===== src/rtl/dscr_sync_pkg.sv =====
package dscr_sync_pkg;

   typedef enum logic [1:0] {
      ST_SEED   = 2'd0,
      ST_CHECK  = 2'd1,
      ST_DELIM  = 2'd2,
      ST_LOCKED = 2'd3
   } sync_state_t;

   // delimiter in line order, first bit is the MSB
   localparam int          DELIM_LEN   = 10;
   localparam logic [9:0]  DELIM_PAT   = 10'b1100010001;
   // position of the first zero of the delimiter
   localparam int          DELIM_FIRST0 = 2;

endpackage


===== src/rtl/dscr_sync_keygen.sv =====
module dscr_sync_keygen #(
   parameter int STAGES = 11,
   parameter int TAP    = 9
) (
   input  logic clk,
   input  logic rst,
   input  logic adv,
   input  logic seed_mode,
   input  logic rx_bit,
   output logic key_bit
);

   generate
      if (TAP < 1 || TAP >= STAGES) begin : g_bad_tap
         $error("keygen: TAP must lie in 1..STAGES-1");
      end
   endgenerate

   // hist[i] holds the keystream bit of i+1 bit times ago
   logic [STAGES-1:0] hist;

   assign key_bit = hist[STAGES-1] ^ hist[TAP-1];

   always_ff @(posedge clk) begin
      if (rst) begin
         hist <= '0;
      end else if (adv) begin
         hist <= {hist[STAGES-2:0], seed_mode ? ~rx_bit : key_bit};
      end
   end

endmodule


===== src/rtl/dscr_sync_fsm.sv =====
module dscr_sync_fsm
   import dscr_sync_pkg::*;
#(
   parameter int STAGES       = 11,
   parameter int RUN_W        = 6,
   parameter int HYB_MIN_IDLE = 10
) (
   input  logic             clk,
   input  logic             rst,
   input  logic             adv,
   input  logic             dbit,
   input  logic             hybrid_en,
   input  logic [RUN_W-1:0] need,
   input  logic             tmo_hit,
   output logic             seed_mode,
   output logic             locked,
   output logic             run_hit
);

   localparam int FILL_W = $clog2(STAGES);
   localparam int IDX_W  = $clog2(DELIM_LEN);
   localparam logic [RUN_W-1:0] HYB_GATE  = RUN_W'(HYB_MIN_IDLE + DELIM_FIRST0);
   localparam logic [FILL_W-1:0] FILL_END = FILL_W'(STAGES - 1);
   localparam logic [IDX_W-1:0]  IDX_END  = IDX_W'(DELIM_LEN - 1);
   localparam logic [IDX_W-1:0]  IDX_NEXT = IDX_W'(DELIM_FIRST0 + 1);

   sync_state_t       st;
   logic [FILL_W-1:0] fill;
   logic [RUN_W-1:0]  run;
   logic [IDX_W-1:0]  idx;
   logic [RUN_W-1:0]  run_inc;
   logic              run_full;
   logic              delim_exp;

   assign run_inc   = run + 1'b1;
   assign run_full  = (run_inc >= need);
   assign delim_exp = DELIM_PAT[IDX_END - idx];
   assign seed_mode = (st == ST_SEED);
   assign locked    = (st == ST_LOCKED);
   assign run_hit   = adv && locked && dbit && run_full;

   always_ff @(posedge clk) begin
      if (rst) begin
         st   <= ST_SEED;
         fill <= '0;
         run  <= '0;
         idx  <= '0;
      end else if (adv) begin
         unique case (st)
            ST_SEED: begin
               if (fill == FILL_END) begin
                  fill <= '0;
                  run  <= '0;
                  st   <= ST_CHECK;
               end else begin
                  fill <= fill + 1'b1;
               end
            end
            ST_CHECK: begin
               if (dbit) begin
                  if (run_full) begin
                     run <= '0;
                     st  <= ST_LOCKED;
                  end else begin
                     run <= run_inc;
                  end
               end else if (hybrid_en && run >= HYB_GATE) begin
                  idx <= IDX_NEXT;
                  st  <= ST_DELIM;
               end else begin
                  fill <= '0;
                  st   <= ST_SEED;
               end
            end
            ST_DELIM: begin
               if (dbit != delim_exp) begin
                  fill <= '0;
                  st   <= ST_SEED;
               end else if (idx == IDX_END) begin
                  run <= '0;
                  st  <= ST_LOCKED;
               end else begin
                  idx <= idx + 1'b1;
               end
            end
            ST_LOCKED: begin
               if (tmo_hit) begin
                  fill <= '0;
                  st   <= ST_SEED;
               end else if (dbit) begin
                  run <= run_full ? run : run_inc;
               end else begin
                  run <= '0;
               end
            end
            default: st <= ST_SEED;
         endcase
      end
   end

endmodule


===== src/rtl/dscr_sync_watchdog.sv =====
module dscr_sync_watchdog #(
   parameter int LONG_LIM  = 131072,
   parameter int SHORT_LIM = 260
) (
   input  logic clk,
   input  logic rst,
   input  logic en,
   input  logic clr,
   input  logic short_sel,
   output logic expire
);

   localparam int CNT_W = $clog2(LONG_LIM);
   localparam logic [CNT_W-1:0] LAST_L = CNT_W'(LONG_LIM - 1);
   localparam logic [CNT_W-1:0] LAST_S = CNT_W'(SHORT_LIM - 1);

   logic [CNT_W-1:0] cnt;
   logic [CNT_W-1:0] last;

   generate
      if (SHORT_LIM < 2 || SHORT_LIM > LONG_LIM) begin : g_bad_lim
         $error("watchdog: need 2 <= SHORT_LIM <= LONG_LIM");
      end
      if (SHORT_LIM == LONG_LIM) begin : g_one_lim
         assign last = LAST_L;
      end else begin : g_two_lim
         assign last = short_sel ? LAST_S : LAST_L;
      end
   endgenerate

   assign expire = en && !clr && (cnt == last);

   always_ff @(posedge clk) begin
      if (rst || clr) begin
         cnt <= '0;
      end else if (en) begin
         cnt <= expire ? '0 : cnt + 1'b1;
      end
   end

endmodule


===== src/rtl/dscr_sync.sv =====
module dscr_sync #(
   parameter int STAGES       = 11,
   parameter int TAP          = 9,
   parameter int IDLE_BASE    = 22,
   parameter int IDLE_STEP    = 10,
   parameter int HYB_MIN_IDLE = 10,
   parameter int LONG_LIM     = 131072,
   parameter int SHORT_LIM    = 260
) (
   input  logic       clk,
   input  logic       rst,
   input  logic       rx_valid,
   input  logic       rx_bit,
   input  logic [1:0] idle_sel,
   input  logic       hybrid_en,
   input  logic       short_tmo,
   input  logic       bypass,
   output logic       dout_valid,
   output logic       dout_bit,
   output logic       lock
);

   localparam int RUN_W = $clog2(IDLE_BASE + 2 * IDLE_STEP + 2);
   localparam logic [RUN_W-1:0] NEED0 = RUN_W'(IDLE_BASE);
   localparam logic [RUN_W-1:0] NEED1 = RUN_W'(IDLE_BASE + IDLE_STEP);
   localparam logic [RUN_W-1:0] NEED2 = RUN_W'(IDLE_BASE + 2 * IDLE_STEP);

   generate
      if (IDLE_BASE < 1 || HYB_MIN_IDLE < 1) begin : g_bad_cnt
         $error("dscr_sync: idle counts must be positive");
      end
   endgenerate

   logic             key_bit;
   logic             dbit;
   logic             seed_mode;
   logic             locked_q;
   logic             run_hit;
   logic             tmo_hit;
   logic [RUN_W-1:0] need;

   always_comb begin
      unique case (idle_sel)
         2'b01:   need = NEED1;
         2'b10:   need = NEED2;
         default: need = NEED0;
      endcase
   end

   assign dbit = rx_bit ^ key_bit;

   dscr_sync_keygen #(
      .STAGES (STAGES),
      .TAP    (TAP)
   ) u_keygen (
      .clk       (clk),
      .rst       (rst),
      .adv       (rx_valid),
      .seed_mode (seed_mode),
      .rx_bit    (rx_bit),
      .key_bit   (key_bit)
   );

   dscr_sync_fsm #(
      .STAGES       (STAGES),
      .RUN_W        (RUN_W),
      .HYB_MIN_IDLE (HYB_MIN_IDLE)
   ) u_fsm (
      .clk       (clk),
      .rst       (rst),
      .adv       (rx_valid),
      .dbit      (dbit),
      .hybrid_en (hybrid_en),
      .need      (need),
      .tmo_hit   (tmo_hit),
      .seed_mode (seed_mode),
      .locked    (locked_q),
      .run_hit   (run_hit)
   );

   dscr_sync_watchdog #(
      .LONG_LIM  (LONG_LIM),
      .SHORT_LIM (SHORT_LIM)
   ) u_wdog (
      .clk       (clk),
      .rst       (rst),
      .en        (locked_q && rx_valid),
      .clr       (!locked_q || run_hit),
      .short_sel (short_tmo),
      .expire    (tmo_hit)
   );

   always_ff @(posedge clk) begin
      if (rst) begin
         dout_valid <= 1'b0;
         dout_bit   <= 1'b0;
      end else begin
         dout_valid <= rx_valid;
         dout_bit   <= bypass ? rx_bit : dbit;
      end
   end

   assign lock = bypass || locked_q;

endmodule


===== config.mk =====
export PLATFORM = sky130hd
export DESIGN_NAME = dscr_sync
export DESIGN_NICKNAME = d
export VERILOG_FILES = /design/src/rtl/dscr_sync_pkg.sv /design/src/rtl/dscr_sync_keygen.sv /design/src/rtl/dscr_sync_fsm.sv /design/src/rtl/dscr_sync_watchdog.sv /design/src/rtl/dscr_sync.sv
export SDC_FILE = /design/constraint.sdc
export NUM_CORES = 1
export LEC_CHECK = 0
export ABC_CLOCK_PERIOD_IN_PS = 3300
export BUFFER_PORTS_ARGS = -buffer_cell sky130_fd_sc_hd__buf_4
export CAP_MARGIN = 5
export CORE_MARGIN = 1.5
export CORE_UTILIZATION = 31
export CTS_CLUSTER_DIAMETER = 50
export DETAILED_ROUTE_END_ITERATION = 16
export PLACE_DENSITY = 0.44
export SETUP_SLACK_MARGIN = 0.2
export SLEW_MARGIN = 20
export SYNTH_ARGS = -nofsm -noshare
export SYNTH_HDL_FRONTEND = slang
export SYNTH_SLANG_ARGS = --single-unit

===== constraint.sdc =====
create_clock -name clk -period 3.3 [get_ports clk]
set_input_delay 0.165 -clock clk [delete_from_list [all_inputs] [get_ports clk]]
set_output_delay 0.165 -clock clk [all_outputs]
set_load 0.02 [all_outputs]

# Word-level counts from Yosys, hierarchy flattened
# Memories as Yosys holds them, arrays and structs flattened.
# Cells that the tools add are included.
# totals
register_bits,46
rom_bits,16
in_bits,9
output_inout_bits,3
wordCells,94
mem_count,1
# op_classes
add_sub_neg,5
order_cmp,3
eq_ne,23
muxes,34
bitwise,3
n_reduce_logical,17
# memory_table
memory,depth,width,read_ports,rd_ports_with_merged_regs,write_ports,line,text
(name not given),16,1,1,0,0,dscr_sync_fsm.sv:37,assign delim_exp = DELIM_PAT[IDX_END - idx];
# ops
operator,n
$mux W6,8
$mux W4,9
$mux W17,2
$pmux W6 S4,1
$add A17 B1 Y17 const B,1
$eq A17 B17 Y1,1
$pmux W4 S4,1
$mux W2,7
$ne A2 B2 Y1 const B,6
$pmux W6 S2,1
$ne A2 B1 Y1 const B,5
$reduce_and A5 Y1,2
$add A4 B1 Y4 const B,2
$eq A4 B4 Y1 const B,2
$pmux W2 S4,1
$pmux W4 S2,1
$reduce_and A7 Y1,1
$add A6 B1 Y6 const B,1
$eq A2 B2 Y1 const B,3
$ge A6 B4 Y1 const B,1
$ge A6 B6 Y1,1
$logic_and A1 B1 Y1,6
$reduce_and A6 Y1,1
$lt A4 B5 Y1 const B,1
13 further kinds,20

# Logic depth before layout (Yosys ltp)
# Gate-level depths: netlist (run 1).
# logic_depth
word_depth,10
depth_mapped,12

# Hierarchy
# Synthesis (run 1) repeated with hierarchy kept, for this count alone.
# unflattened
cells_unflattened,307
hier_area_um2,2695.1
# modules_own_cells
mod,instances,cells_per_inst,area_each_um2
dscr_sync_fsm,1,154,1221.2
dscr_sync_watchdog,1,97,898.4
dscr_sync_keygen,1,38,419.2
dscr_sync,1,18,156.4

# Least setup slack after synthesis (run 1)
# OpenSTA, ideal clock, no wires.
# synth_timing
path_kind,register -> register
startpoint,register u_keygen.hist[8]
endpoint,register u_fsm.run[0]
setup_ps,70
t_arrival_ps,2693
required_time_ps,3230
setup_slack_ps,537
path_stages_with_launch,8
path_buffers,1
period_less_slack_ps,2763
path_cell_list,dfxtp_1 xor3_2 or4_4 a32o_1 or3_1 clkbuf_2 or4_1 a21oi_1
# synth_between
elab_chain_len,10
elab_cells_between_ends,17
classes_between,eq/ne: 5; mux: 3; bitwise: 2; reduce/logical: 7
# synth_rtl
element,line,text
from (decl),dscr_sync_keygen.sv:20,logic [STAGES-1:0] hist;
from (signal assigned),dscr_sync_keygen.sv:28,"hist <= {hist[STAGES-2:0], seed_mode ? ~rx_bit : key_bit};"
$xor A1 B1 Y1 (*),dscr_sync_keygen.sv:22,assign key_bit = hist[STAGES-1] ^ hist[TAP-1];
$xor A1 B1 Y1 (*),dscr_sync.sv:50,assign dbit = rx_bit ^ key_bit;
$logic_and A1 B1 Y1 (2 in series),dscr_sync_fsm.sv:40,assign run_hit = adv && locked && dbit && run_full;
$logic_or A1 B1 Y1,dscr_sync.sv:88,".clr (!locked_q || run_hit),"
$logic_not A1 Y1,dscr_sync_watchdog.sv:31,assign expire = en && !clr && (cnt == last);
$logic_and A1 B1 Y1 (2 in series),dscr_sync_watchdog.sv:31,
$ne A2 B2 Y1 (no source line),n/a,
$reduce_and A7 Y1 (no source line),n/a,
to (signal assigned),dscr_sync_fsm.sv:65,run <= run_inc;
to (signal assigned),dscr_sync_fsm.sv:91,run <= run_full ? run : run_inc;
to (decl),dscr_sync_fsm.sv:29,logic [RUN_W-1:0] run;
# Mark *: on every way between the ends. The rest lies on a longest branch, timed or not. The select of a mux whose other input is x is not followed.
# A chain may end at the register's enable or synchronous reset.

# Worst setup path after layout (run 1)
# Same ends and word-level chain as after synthesis.

==> out/results.ini, run 1 <==
[yosys]
ys_ff_latch=46
synth_warnings=0
synth_cell_types=50
synth_fp_nets=323
netlist_instances=300
avgSynthCellArea_um2=8.450
yosysTopAreaCellShare_pct=36.33
synthFlopType=dfxtp_1
netlist_area_um2=2535
ys_seq_area_share_pct=36.33
synth_area_leaders=dfxtp_1, ha_1, nor2_1
synth_top_area_cell=dfxtp_1
synth_edf_count=0
synthArstFlopShare_pct=0

[power]
total_power_mw=0.9879
p_switching_mw=0.2512
leakagePower_nw=1.036
cell_internal_pwr_mw=0.7367
p_sw_share_pct=25.43
power_density_nw_per_um2=352.3
power_frac_comb_pct=6.1
clkPwrFrac_pct=36.9
seq_power_share_pct=57.0
peakVddDrop_v=0.0001981

[global_route]
grt_usage_pct=12.83
gr-total-overflow=0
first_global_vias=1937
antenna_found_initial=0
grt_pass1_wl_mm=8.983
grt_max_degree=29

[floorplan]
initial_core_util_pct=32.47
core_area_um2=7807
pin_count=12
die_area_um2=8728
rows=32
die_h_um=93.43
die_w_um=93.43

[clocking]
cts_num_sinks=46
ctsLongestPathBuffers=2
postCtsSetupBuffers=0
cts_resized=0
path_clk_slew_ns=0.09
cts_tree=done
worstSkewPairLatency_ns=0.31
cts_buffers=5
cts-root-buf=clkbuf_8
cts_max_level=2
hold_buffers=0

[sta]
hold_viol_final=0
setup_tns_ns=0
tightest_slew_ns=0.4119
finalSetupViolations=0
fin_crit_ns=2.856
clock_skew_ns=0.01558
hold-worst-slack_ns=0.1388
maxSlewHeadroom_pct=72.50
fin_crit_sh_pct=86.56
slew_violations=0
rsz0062_at_grt=no
fmax_mhz=350.1

[outcome]
status=complete, no violations

[drt]
wl_mm=5.302
drtAntennaViolNets=0
viasPerCell=5.041
wl_per_cell_um=12.93
drtIter0Drc=81
vias=2067
drt_first_pass_iters=4
drc=0

[worst_hold_path]
hold_path.class=primary input to flop

[final_layout]
area_delta_synth_final_pct=10.61
drive_above_1_share_pct=10.06
nets=330
n_antenna_cell=0
design_area_um2=2804

[setup_path]
path_class=flop to flop
end_kind=flop
cp_data_required_time_ns=3.54
startpoint_type=flop
crit_fanout=9
crit_arrival_ns=3.10

[place]
dpl_cell_area_um2=2703
routabilityCongestion=0.7302
io_buffers=11
place_hpwl_mm=3.736

[run]
drv_cap=0

cells in the mapped netlist, drive strengths merged, types with 2 or more instances:
library cell and count:
nand3b 3, o41ai 2, or4 4, inv 13, nor2b 3, and3 5
a211o 2, o311ai 2, or4b 3, xor2 10, a21boi 2, o211ai 3
nand2b 4, and2 5, a211oi 3, clkbuf 10, mux2i 13, nand2 23
dfxtp 46, o21ai 8, or2 2, xnor2 11, and4 2, or3 5
a311oi 2, nand4 7, a31oi 4, nor3 6, nand3 11, a21oi 13
nor2 43, ha 14, o31ai 3
power groups by stage:
stage	combinational [mW]	clock (mW)	sequential (mW)
6_report	0.0606	0.364	0.563
2_1_floorplan	0.0382	0	0.577
3_5_place_dp	0.0616	0	0.576
4_1_cts	0.0615	0.389	0.563
3_3_place_gp	0.0615	0	0.576
5_1_grt	0.0693	0.410	0.563
metal layers:
| metal | wire (um) | share of wire, % | track usage (%) | vias up |
|---|---|---|---|---|
| li1 | - | - | - | 1078 |
| met3 | 99 | 1.9 | 2.520 | 6 |
| met2 | 2325 | 44 | 20.11 | 17 |
| met4 | 66 | 1.2 | 4.545 | 0 |
| met5 | 0 | 0 | 0 | - |
| met1 | 2811 | 53 | 17.40 | 966 |
final cells by class:
class | count | area (um2)
flip-flops and latches | 46 | 920.9
clock inverters | 3 | 23.77
multi-input cells | 230 | 1531
repair buffers | 11 | 82.58
inverters | 13 | 48.80
fillers | 839 | 5004
well taps | 102 | 127.6
clock buffers | 5 | 68.82
worst max-delay path, cell delays in order, from the launching register on:
cell and delay [ns]:
dfxtp_1 0.40, xor3_2 0.56, or4_4 0.56, a32o_1 0.28
or3_4 0.41, or4_1 0.48, a21oi_1 0.12
metrics by stage:
| step | util, % | std cells | setup slack (ns) |
|---|---|---|---|
| 3_3_place_gp | 34.62 | 402 | 0.3977 |
| 3_5_place_dp | 34.62 | 402 | 0.3965 |
| 5_1_grt | 35.91 | 410 | 0.2161 |
| 2_1_floorplan | - | 300 | 0.5365 |
| 6_report | 35.91 | 410 | 0.4436 |
| 4_1_cts | 35.80 | 410 | 0.3758 |
final timing paths:
path                            cells past startpoint                     startpoint  slack [ns]                          to
worst min-delay path                                3                         bypass        0.14         dout_bit$_SDFF_PP0_
worst max register to register                      6  u_keygen.hist[8]$_SDFFE_PP0P_        0.44   u_fsm.run[0]$_SDFFE_PP0P_
worst max-delay path                                6  u_keygen.hist[8]$_SDFFE_PP0P_        0.44   u_fsm.run[0]$_SDFFE_PP0P_
worst min register to register                      2     u_wdog.cnt[1]$_SDFFE_PP0P_        0.49  u_wdog.cnt[1]$_SDFFE_PP0P_
kinds of logic after synthesis:
family	count (synthesis)	synth area share [%]
AOI/OAI and AO/OA	52	13.97
xor gates and xnor gates	22	8.242
adders and majority gates	14	6.910
buffers and inverters	24	3.603
DFF	46	36.33
muxes	13	5.133
and+or+nand+nor	129	25.81
cell usage in the layout, fill, tap and decap left out, drive strengths merged, types with 2 or more instances in the layout:
cell type	n
nand3b	3
nor2b	3
o211ai	3
xor2	10
xnor2	11
dfxtp	46
a31oi	4
buf	11
clkbuf	5
and2	5
a311oi	2
o31ai	3
or3	5
nand2b	4
o311ai	2
a21oi	13
nor3	6
o41ai	2
a211o	2
clkinvlp	2
or4b	3
ha	14
and4	2
or4	4
and3	5
inv	14
mux2i	13
nand4	7
or2	2
nand2	23
a211oi	3
nand3	11
a21boi	2
o21ai	8
nor2	43
sequential cells by signal, indices dropped and copies added (netlist names):
name	cells
dout_bit	1
u_keygen.hist	11
u_fsm.st	2
u_fsm.run	6
u_fsm.idx	4
u_wdog.cnt	17
dout_valid	1
u_fsm.fill	4
Power figures use the tool's default switching activity.
==> run 2: changes to the inputs <==
--- a/config.mk
+++ b/config.mk
@@ -13,6 +13,7 @@
 export CTS_CLUSTER_DIAMETER = 50
 export DETAILED_ROUTE_END_ITERATION = 16
 export PLACE_DENSITY = 0.44
+export RECOVER_POWER = 50
 export SETUP_SLACK_MARGIN = 0.2
 export SLEW_MARGIN = 20
 export SYNTH_ARGS = -nofsm -noshare
==> run 2 against run 1 <==
Compared with the run above: clock skew is 0.0024 ns lower; wire length is 0.25% lower; utilization is 0.26 points lower; critical path type unchanged; non-clock buffer count stayed put; power hardly changed.
==> out/results.ini, run 2 (synthesis results as in run 1) <==
[global_route]
antenna_found_initial=0  ; unchanged
gr-total-overflow=0  ; unchanged
grt_usage_pct=12.83  ; unchanged
first_global_vias=1937  ; unchanged
grt_max_degree=29  ; unchanged
grt_pass1_wl_mm=8.983  ; unchanged

[sta]
tightest_slew_ns=1.251  ; was 0.4119 ns
fin_crit_ns=2.934  ; was 2.856 ns
setup_tns_ns=0  ; unchanged
fin_crit_sh_pct=88.90  ; was 86.56%
maxSlewHeadroom_pct=16.59  ; was 72.50%
clock_skew_ns=0.01314  ; was 0.01558 ns
rsz0062_at_grt=no  ; unchanged
finalSetupViolations=0  ; unchanged
hold_viol_final=0  ; unchanged
slew_violations=0  ; unchanged
fmax_mhz=340.9  ; was 350.1 MHz

[worst_hold_path]
min_path_cells=3  ; unchanged
hold_path.class=primary input to flop  ; unchanged

[drt]
vias=2057  ; was 2067
drt_first_pass_iters=4  ; unchanged
drc=0  ; unchanged
drtIter0Drc=87  ; was 81
wl_mm=5.289  ; was 5.302 mm
wl_per_cell_um=12.90  ; was 12.93 um
viasPerCell=5.017  ; was 5.041
drtAntennaViolNets=0  ; unchanged

[final_layout]
final_common_cell=dfxtp_1  ; unchanged
n_antenna_cell=0  ; unchanged
final_core_util_pct=35.66  ; was 35.91%
reg_top3=u_wdog.cnt (17), u_keygen.hist (11), u_fsm.run (6)  ; unchanged
final_cell_mix=dfxtp_1, nor2_1, nand2_1  ; unchanged
fin_cells=410  ; unchanged
top_register=u_wdog.cnt  ; unchanged
nets=330  ; unchanged
drive_above_1_share_pct=7.792  ; was 10.06%
area_delta_synth_final_pct=9.822  ; was 10.61%
n_fill_cell=843  ; was 839
largest_reg_flops=17  ; unchanged

[clocking]
cts-root-buf=clkbuf_8  ; unchanged
cts_buffers=5  ; unchanged
path_clk_slew_ns=0.09  ; about the same
cts_num_sinks=46  ; unchanged
postCtsSetupBuffers=0  ; unchanged
ctsLongestPathBuffers=2  ; unchanged
cts_max_level=2  ; unchanged
worstSkewPairLatency_ns=0.31  ; about the same
cts_tree=done  ; unchanged

[setup_path]
r2r_cells=6  ; unchanged
crit_arrival_ns=3.17  ; was 3.10 ns
crit_fanout=9  ; unchanged
r2r_slack_ns=0.37  ; was 0.44 ns
cp_data_required_time_ns=3.54  ; about the same
end_kind=flop  ; unchanged
path_class=flop to flop  ; unchanged
startpoint_type=flop  ; unchanged

[power]
leakagePower_nw=1.018  ; was 1.036 nW
total_power_mw=0.9873  ; was 0.9879 mW
peakVddDrop_v=0.0001974  ; was 0.0001981 V
power_density_nw_per_um2=354.7  ; was 352.3 nW/um2

[place]
io_buffers=11  ; unchanged
post-place-cells=402  ; unchanged
place_hpwl_mm=3.736  ; unchanged
routabilityCongestion=0.7302  ; unchanged

[outcome]
status=complete, no violations  ; unchanged

[floorplan]
die_h_um=93.43  ; unchanged
core_area_um2=7807  ; unchanged
die_area_um2=8728  ; unchanged
die_w_um=93.43  ; unchanged
initial_core_util_pct=32.47  ; unchanged
rows=32  ; unchanged
pin_count=12  ; unchanged

[run]
drv_cap=0  ; unchanged

-- run 2: final timing paths --
| path | startpoint | endpoint |
|---|---|---|
| worst max-delay path | u_keygen.hist[8]$_SDFFE_PP0P_ | u_fsm.run[0]$_SDFFE_PP0P_ |
| worst min-delay path | bypass | dout_bit$_SDFF_PP0_ |
| worst max register to register | u_keygen.hist[8]$_SDFFE_PP0P_ | u_fsm.run[0]$_SDFFE_PP0P_ |
| worst min register to register | u_wdog.cnt[1]$_SDFFE_PP0P_ | u_wdog.cnt[1]$_SDFFE_PP0P_ |
-- run 2: critical path: stages, from the launching register on --
cell and delay, ns:
dfxtp_1 0.40, xor3_1 0.58, or4_1 0.59, a32o_1 0.29
or3_4 0.41, or4_1 0.48, a21oi_1 0.13
-- run 2: timing repair --
item	in CTS	in global routing
gates resized for setup	0	3
setup endpoints to repair	0	3
hold buffers	0	0
-- run 2: final cells by class --
type                       instances  area (um2)  area share, %
multi-input combinational        230        1526          54.83
inverter                          13       48.80          1.753
timing repair buffer              11       67.56          2.427
sequential                        46       920.9          33.08
tap                              102       127.6          4.584
clock inverter                     3       23.77         0.8539
clock buffer                       5       68.82          2.472
-- run 2: metrics by stage --
step	hold WS, ns	area, um2	setup slack, ns
after floorplan	0.3220	2535	0.5365
after global placement	0.4620	2703	0.3977
after detailed placement	0.4670	2703	0.3965
after CTS	0.1296	2795	0.3758
after global routing	0.1510	2784	0.1412
final	0.1421	2784	0.3664
-- run 2: power by group --
group | total, mW | internal [mW] | switching (mW) | leakage, nW
Combinational | 0.0589 | 0.0233 | 0.0356 | 0.605
Sequential | 0.563 | 0.560 | 0.00310 | 0.372
Clock | 0.366 | 0.152 | 0.214 | 0.0408
Total | 0.987 | 0.735 | 0.252 | 1.02
-- run 2: metal layers --
metal,GRT usage (%),share of wire (%)
met1,17.40,54
met2,20.11,43
met3,2.520,1.9
met4,4.545,1.2
met5,0,0
